===== src/rtl/ind_win_pkg.sv =====
// Package: shared register indices, wait states and byte-lane helpers
// for the indirect access window.
package ind_win_pkg;

    localparam int DW = 32;
    localparam int PRPH_OW = 16;

    // Host register word indices
    typedef enum logic [2:0] {
        SEL_MEM_RPTR  = 3'd0,
        SEL_MEM_WPTR  = 3'd1,
        SEL_MEM_WDAT  = 3'd2,
        SEL_MEM_RDAT  = 3'd3,
        SEL_PRPH_RADR = 3'd4,
        SEL_PRPH_WADR = 3'd5,
        SEL_PRPH_WDAT = 3'd6,
        SEL_PRPH_RDAT = 3'd7
    } reg_sel_t;

    typedef enum logic [1:0] {
        ST_IDLE      = 2'd0,
        ST_MEM_WAIT  = 2'd1,
        ST_PRPH_WAIT = 2'd2
    } win_state_t;

    // Byte enables for the lowest cnt+1 bytes
    function automatic logic [3:0] be_of(input logic [1:0] cnt);
        case (cnt)
            2'd0:    be_of = 4'b0001;
            2'd1:    be_of = 4'b0011;
            2'd2:    be_of = 4'b0111;
            default: be_of = 4'b1111;
        endcase
    endfunction

    // Expand byte enables into a bit mask
    function automatic logic [DW-1:0] mask_of(input logic [3:0] be);
        mask_of = {{8{be[3]}}, {8{be[2]}}, {8{be[1]}}, {8{be[0]}}};
    endfunction

endpackage


===== src/rtl/ind_win_ptr.sv =====
// Module: word-index pointer for the SRAM window.
// Loads from the host, or steps by one word on each data access.
// Assumes the SRAM depth is a power of two, so the step wraps to zero.
module ind_win_ptr #(
    parameter int AW = 10
) (
    input  logic          clk,
    input  logic          rst_n,
    input  logic          load,
    input  logic [AW-1:0] load_val,
    input  logic          adv,
    output logic [AW-1:0] idx
);

    logic [AW-1:0] idx_q;

    // Pointer register: load has priority over advance
    always_ff @(posedge clk) begin
        if (!rst_n)    idx_q <= '0;
        else if (load) idx_q <= load_val;
        else if (adv)  idx_q <= idx_q + 1'b1;
    end

    assign idx = idx_q;


    ptr_wrap_chk: assert property (@(posedge clk) disable iff (!rst_n)
        (adv && !load && idx_q == '1) |=> idx_q == '0);


    ptr_hold_chk: assert property (@(posedge clk) disable iff (!rst_n)
        (!adv && !load) |=> $stable(idx_q));

endmodule


===== src/rtl/ind_win_prph_reg.sv =====
// Module: one peripheral address register (offset plus byte count).
// Holds its value until the host reloads it; it never steps.
module ind_win_prph_reg
    import ind_win_pkg::*;
(
    input  logic               clk,
    input  logic               rst_n,
    input  logic               load,
    input  logic [DW-1:0]      wval,
    output logic [PRPH_OW-1:0] off,
    output logic [3:0]         be,
    output logic [DW-1:0]      rdback
);

    logic [PRPH_OW-1:0] off_q;
    logic [1:0]         cnt_q;
    logic               unused_bits;

    // Capture offset (15:0) and count-minus-one (25:24)
    always_ff @(posedge clk) begin
        if (!rst_n) begin
            off_q <= '0;
            cnt_q <= '0;
        end else if (load) begin
            off_q <= wval[15:0];
            cnt_q <= wval[25:24];
        end
    end

    assign off         = off_q;
    assign be          = be_of(cnt_q);
    assign rdback      = {6'b0, cnt_q, 8'b0, off_q};
    assign unused_bits = ^{wval[31:26], wval[23:16]};


    prph_reg_hold_chk: assert property (@(posedge clk) disable iff (!rst_n)
        !load |=> ($stable(off_q) && $stable(cnt_q)));

endmodule


===== src/rtl/ind_win.sv =====
// Module: indirect access window top.
// Decodes host register accesses and drives the SRAM and peripheral buses.
// Assumes both buses return read data exactly one cycle after a read strobe,
// and that no other master shares them.
module ind_win
    import ind_win_pkg::*;
#(
    parameter int MEM_WORDS = 1024,
    localparam int AW = $clog2(MEM_WORDS)
) (
    input  logic               clk,
    input  logic               rst_n,
    input  logic               host_req,
    input  logic               host_wr,
    input  logic [2:0]         host_widx,
    input  logic [DW-1:0]      host_wdata,
    output logic               host_rdy,
    output logic               host_rvalid,
    output logic [DW-1:0]      host_rdata,
    output logic               sram_en,
    output logic               sram_we,
    output logic [AW-1:0]      sram_addr,
    output logic [DW-1:0]      sram_wdata,
    input  logic [DW-1:0]      sram_rdata,
    output logic               prph_en,
    output logic               prph_we,
    output logic [PRPH_OW-1:0] prph_addr,
    output logic [3:0]         prph_be,
    output logic [DW-1:0]      prph_wdata,
    input  logic [DW-1:0]      prph_rdata
);

    win_state_t st_q;
    reg_sel_t   sel;
    logic       acc, acc_wr, acc_rd;
    logic       rvalid_q;
    logic [DW-1:0] rdata_q, reg_val;

    logic [1:0]    ptr_load, ptr_adv;
    logic [AW-1:0] ptr_idx [2];

    logic [1:0]         pa_load;
    logic [PRPH_OW-1:0] pa_off [2];
    logic [3:0]         pa_be  [2];
    logic [DW-1:0]      pa_rb  [2];
    logic               unused_wbits;

    assign sel      = reg_sel_t'(host_widx);
    assign host_rdy = (st_q == ST_IDLE);
    assign acc      = host_req && host_rdy;
    assign acc_wr   = acc && host_wr;
    assign acc_rd   = acc && !host_wr;

    // Pointer controls: entry 0 read pointer, entry 1 write pointer
    assign ptr_load[0] = acc_wr && (sel == SEL_MEM_RPTR);
    assign ptr_load[1] = acc_wr && (sel == SEL_MEM_WPTR);
    assign ptr_adv[0]  = acc_rd && (sel == SEL_MEM_RDAT);
    assign ptr_adv[1]  = acc_wr && (sel == SEL_MEM_WDAT);
    assign pa_load[0]  = acc_wr && (sel == SEL_PRPH_RADR);
    assign pa_load[1]  = acc_wr && (sel == SEL_PRPH_WADR);

    genvar g;
    generate
        for (g = 0; g < 2; g++) begin : g_chan
            ind_win_ptr #(.AW(AW)) u_ptr (
                .clk      (clk),
                .rst_n    (rst_n),
                .load     (ptr_load[g]),
                .load_val (host_wdata[AW+1:2]),
                .adv      (ptr_adv[g]),
                .idx      (ptr_idx[g])
            );
            ind_win_prph_reg u_pa (
                .clk    (clk),
                .rst_n  (rst_n),
                .load   (pa_load[g]),
                .wval   (host_wdata),
                .off    (pa_off[g]),
                .be     (pa_be[g]),
                .rdback (pa_rb[g])
            );
        end
    endgenerate

    assign unused_wbits = ^{host_wdata[DW-1:AW+2], host_wdata[1:0]};

    // SRAM strobe on data-register accesses only
    assign sram_en    = ptr_adv[0] || ptr_adv[1];
    assign sram_we    = host_wr;
    assign sram_addr  = host_wr ? ptr_idx[1] : ptr_idx[0];
    assign sram_wdata = host_wdata;

    // Peripheral strobe on data-register accesses only
    assign prph_en    = (acc_wr && sel == SEL_PRPH_WDAT) || (acc_rd && sel == SEL_PRPH_RDAT);
    assign prph_we    = host_wr;
    assign prph_addr  = host_wr ? pa_off[1] : pa_off[0];
    assign prph_be    = host_wr ? pa_be[1]  : pa_be[0];
    assign prph_wdata = host_wdata;

    // Readback value for plain register reads
    always_comb begin
        case (sel)
            SEL_MEM_RPTR:  reg_val = DW'(ptr_idx[0]) << 2;
            SEL_MEM_WPTR:  reg_val = DW'(ptr_idx[1]) << 2;
            SEL_PRPH_RADR: reg_val = pa_rb[0];
            SEL_PRPH_WADR: reg_val = pa_rb[1];
            default:       reg_val = '0;
        endcase
    end

    // Response state: one stall cycle for bus reads, else answer next cycle
    always_ff @(posedge clk) begin
        if (!rst_n) begin
            st_q     <= ST_IDLE;
            rvalid_q <= 1'b0;
            rdata_q  <= '0;
        end else begin
            rvalid_q <= 1'b0;
            case (st_q)
                ST_MEM_WAIT: begin
                    rdata_q  <= sram_rdata;
                    rvalid_q <= 1'b1;
                    st_q     <= ST_IDLE;
                end
                ST_PRPH_WAIT: begin
                    rdata_q  <= prph_rdata & mask_of(pa_be[0]);
                    rvalid_q <= 1'b1;
                    st_q     <= ST_IDLE;
                end
                default: begin
                    if (acc_rd) begin
                        if (sel == SEL_MEM_RDAT)       st_q <= ST_MEM_WAIT;
                        else if (sel == SEL_PRPH_RDAT) st_q <= ST_PRPH_WAIT;
                        else begin
                            rdata_q  <= reg_val;
                            rvalid_q <= 1'b1;
                        end
                    end
                end
            endcase
        end
    end

    assign host_rvalid = rvalid_q;
    assign host_rdata  = rdata_q;


    mem_rd_resp_chk: assert property (@(posedge clk) disable iff (!rst_n)
        (sram_en && !sram_we) |=> (!host_rdy ##1 host_rvalid));


    reg_rd_resp_chk: assert property (@(posedge clk) disable iff (!rst_n)
        (host_req && host_rdy && !host_wr && host_widx != 3'd3 && host_widx != 3'd7)
        |=> (host_rvalid && host_rdy));


    bus_excl_chk: assert property (@(posedge clk) disable iff (!rst_n)
        !(sram_en && prph_en));


    prph_be_shape_chk: assert property (@(posedge clk) disable iff (!rst_n)
        prph_en |-> (prph_be[0] && $countones(prph_be + 4'd1) <= 1));


    busy_quiet_chk: assert property (@(posedge clk) disable iff (!rst_n)
        !host_rdy |-> (!sram_en && !prph_en && !host_rvalid));

endmodule


===== config.mk =====
export PLATFORM = sky130hd
export DESIGN_NAME = ind_win
export DESIGN_NICKNAME = d
export VERILOG_FILES = /design/src/rtl/ind_win_pkg.sv /design/src/rtl/ind_win_ptr.sv /design/src/rtl/ind_win_prph_reg.sv /design/src/rtl/ind_win.sv
export SDC_FILE = /design/constraint.sdc
export NUM_CORES = 1
export LEC_CHECK = 0
export BUFFER_PORTS_ARGS = -buffer_cell sky130_fd_sc_hd__buf_2
export CAP_MARGIN = 20
export CORE_UTILIZATION = 50
export DETAILED_ROUTE_END_ITERATION = 16
export PLACE_DENSITY = 0.87
export SYNTH_ARGS = -nofsm -noshare
export SYNTH_HDL_FRONTEND = slang
export SYNTH_SLANG_ARGS = --single-unit

===== constraint.sdc =====
create_clock -name clk -period 2.67 [get_ports clk]
set_input_delay 0.1335 -clock clk [delete_from_list [all_inputs] [get_ports clk]]
set_output_delay 0.1335 -clock clk [all_outputs]
set_load 0.005 [all_outputs]

==> impl_metrics.tcl <==
set metrics [dict create \
    status "complete, no violations" \
    vdd_drop_max_v 0.000247 \
    min_period_over_period_pct 78.9 \
    finalCriticalPeriod_ns 2.11 \
    drtAntennaViolNets 0 \
    hpwl_um 12000 \
    final_util_pct 58.9 \
    grt_max_degree 66 \
    drive_above_1_share_pct 36.5 \
    finalWeightedCongestion 0.959 \
    vias 5187 \
    cts_buffers 9 \
    hold_viol_final 0 \
    htreeDepth 3 \
    leakagePower_uw 0.00258 \
    arrival_ns 1.97 \
    grt-busiest-layer "met2" \
    synth-async-reset-ratio_pct 0 \
    grt_use_total_pct 28.7 \
    yosys_warnings 0 \
    start_kind "flip-flop" \
    final_max_slew_viol_count 0 \
    syn_inst 621 \
    layout_common_cells "buf_2, dfxtp_1, a21oi_1" \
    rsz0062_at_grt "false" \
    die_w_um 107 \
    netlist_area_um2 5470 \
    switching_share_pct 27.4 \
    cts_sinks 91 \
    rows 37 \
    powerDensity_nw_per_um2 461 \
    io_buffers 191 \
    wl_per_cell_um 19.3 \
    power_frac_comb_pct 14.8 \
    worst-path-max-fanout 8 \
    ctsResizeCount 0 \
    ios 235 \
    ys.flop_type "dfxtp_1" \
    cts_root_buf "clkbuf_8" \
    gr-usage-met1_pct 36.0 \
    drt_iter0_drc 503 \
    fill_cells 952 \
    drv_cap 0 \
    p_clk_share_pct 35.0 \
    hold_buffers 0 \
    seq_power_share_pct 50.2 \
    synth_seq_cells 91 \
    synth.distinct_cells 56 \
    synth_edf_count 0 \
    skew_ns 0.0105 \
    relSlewSlack_pct 57.8 \
    gr-usage-met3_pct 5.65 \
    cts.clk_slew.worst_paths_ns 0.09 \
    hold_path_class "input pin to flip-flop" \
    vias_per_cell 6.04 \
    postCtsSetupBuffers 0 \
    worst_pin_slew_ns 0.632 \
    layout_commonest_cell "buf_2" \
    grt_pass1_vias 4773 \
    cts_tree "built" \
    cts_max_path_buffers 2 \
    drc 0 \
    p_int_uw 2060 \
    die_h_um 107 \
    seq_area_frac_synth_pct 33.3 \
    tns_ns 0 \
    grt_pass1_wl_um 25000 \
    wl_um 16600 \
    max_freq_mhz 475 \
    synth_area_per_cell_um2 8.80 \
    fin_nets 826 \
    area_growth_pct 12.7 \
    die_area_um2 11400 \
    met2_usage_pct 47.6 \
    cp.required_ns 2.54 \
    antenna_cells 0 \
    power_switching_uw 778 \
    dr.pass1.iters 5 \
    setup_viol_count_final 0 \
    initial_core_util_pct 52.3 \
    crit_path_end_kind "output port" \
    grt_overflow_total 0 \
    core_um2 10500 \
    synth_nets 729 \
    antenna_found_initial 0 \
    clk_latency_ns 0.37 \
    worstSetupPathType "flip-flop to output port" \
]
metrics by stage:
stage / worst slack (ns) / instance area [um^2] / total power, uW / std cells / hold WS (ns)
4_1_cts: 0.576 / 6140 / 2840 / 858 / 0.0135
3_5_place_dp: 0.642 / 5930 / 1870 / 842 / 0.267
5_1_grt: 0.481 / 6160 / 2940 / 859 / 0.0329
3_3_place_gp: 0.757 / 5930 / 1860 / 842 / 0.267
6_report: 0.564 / 6160 / 2840 / 859 / 0.0242
2_1_floorplan: 0.911 / 5470 / 1740 / 621 / 0.266
cell type report:
cell class	instances	area, um^2	share of cell area, %
multi-input cells	404	2870	46.6
clock inverters	5	60.1	0.975
well taps	136	170	2.76
clock buffers	11	151	2.46
inverters	10	37.5	0.609
flip-flops and latches	91	1820	29.6
repair buffers	202	1050	17.1
power groups by stage:
stage	Sequential, uW	Clock [uW]	Combinational [uW]
2_1_floorplan	1450	0	294
3_3_place_gp	1450	0	404
3_5_place_dp	1460	0	412
4_1_cts	1420	1000	414
5_1_grt	1430	1060	454
6_report	1420	992	421
synthesized netlist by cell type (3+ instances only):
| cell type | n | share of area (%) |
|---|---|---|
| a22o_1 | 29 | 4.6 |
| o21ai_1 | 7 | 0.64 |
| a32oi_1 | 5 | 0.80 |
| a22oi_1 | 22 | 3.0 |
| nand4_1 | 8 | 0.92 |
| xnor2_1 | 3 | 0.48 |
| dfxtp_1 | 91 | 33 |
| mux2_2 | 24 | 4.9 |
| o2bb2ai_1 | 3 | 0.48 |
| a21oi_1 | 50 | 4.6 |
| clkbuf_1 | 26 | 1.8 |
| buf_6 | 4 | 0.82 |
| inv_1 | 10 | 0.69 |
| nor3_1 | 3 | 0.27 |
| or4_1 | 5 | 0.69 |
| ha_1 | 5 | 1.1 |
| a31oi_1 | 7 | 0.80 |
| nand3_1 | 12 | 1.1 |
| nor2_1 | 44 | 3.0 |
| mux4_2 | 10 | 4.1 |
| o311ai_0 | 6 | 0.96 |
| nand2_1 | 47 | 3.2 |
| a2bb2oi_1 | 10 | 1.6 |
| o21ai_0 | 35 | 3.2 |
| mux2i_1 | 27 | 4.9 |
| buf_4 | 71 | 9.7 |
| a211oi_1 | 3 | 0.41 |
| and2_1 | 3 | 0.34 |
| buf_2 | 14 | 1.3 |
critical path, stage by stage, from the launching register on:
cell,delay (ns)
dfxtp_1,0.37
inv_1,0.09
ha_1,0.29
and4bb_2,0.31
nand2_1,0.27
nand2_1,0.13
buf_2,0.15
state kept, by name, indices dropped and copies added, names as in the netlist:
register           count
host_rdata            32
g_chan.u_pa.off       32
g_chan.u_ptr.idx      20
host_rvalid            1
g_chan.u_pa.cnt_q      4
st_q                   2
cells by family after synthesis:
kind of cell	share of synthesized area [%]
AO/OA/AOI/OAI	23.3
XOR/XNOR	0.801
other	0.0686
buffers and inverters	14.4
adder cells (fa/ha/maj)	1.14
AND/OR/NAND/NOR	13.0
multiplexers	14.0
flip-flops	33.3
layer usage:
metal	up-vias	routed length, um
met5	-	0
met4	0	491
met3	44	1290
met2	242	7860
met1	2497	6920
li1	2404	-
path summary, 6_finish.rpt:
| path | startpoint | to | slack, ns | cells after the start |
|---|---|---|---|---|
| setup / recovery | st_q[0] | sram_en | 0.56 | 6 |
| hold / removal | host_wdata[13] | g_chan[1].u_pa.off[13] | 0.02 | 3 |
| setup reg to reg | st_q[0] | g_chan[0].u_pa.off[5] | 0.62 | 7 |
| hold reg to reg | g_chan[1].u_pa.off[3] | g_chan[1].u_pa.off[3] | 0.50 | 2 |
No activity file was read; power rests on OpenSTA's default activity.
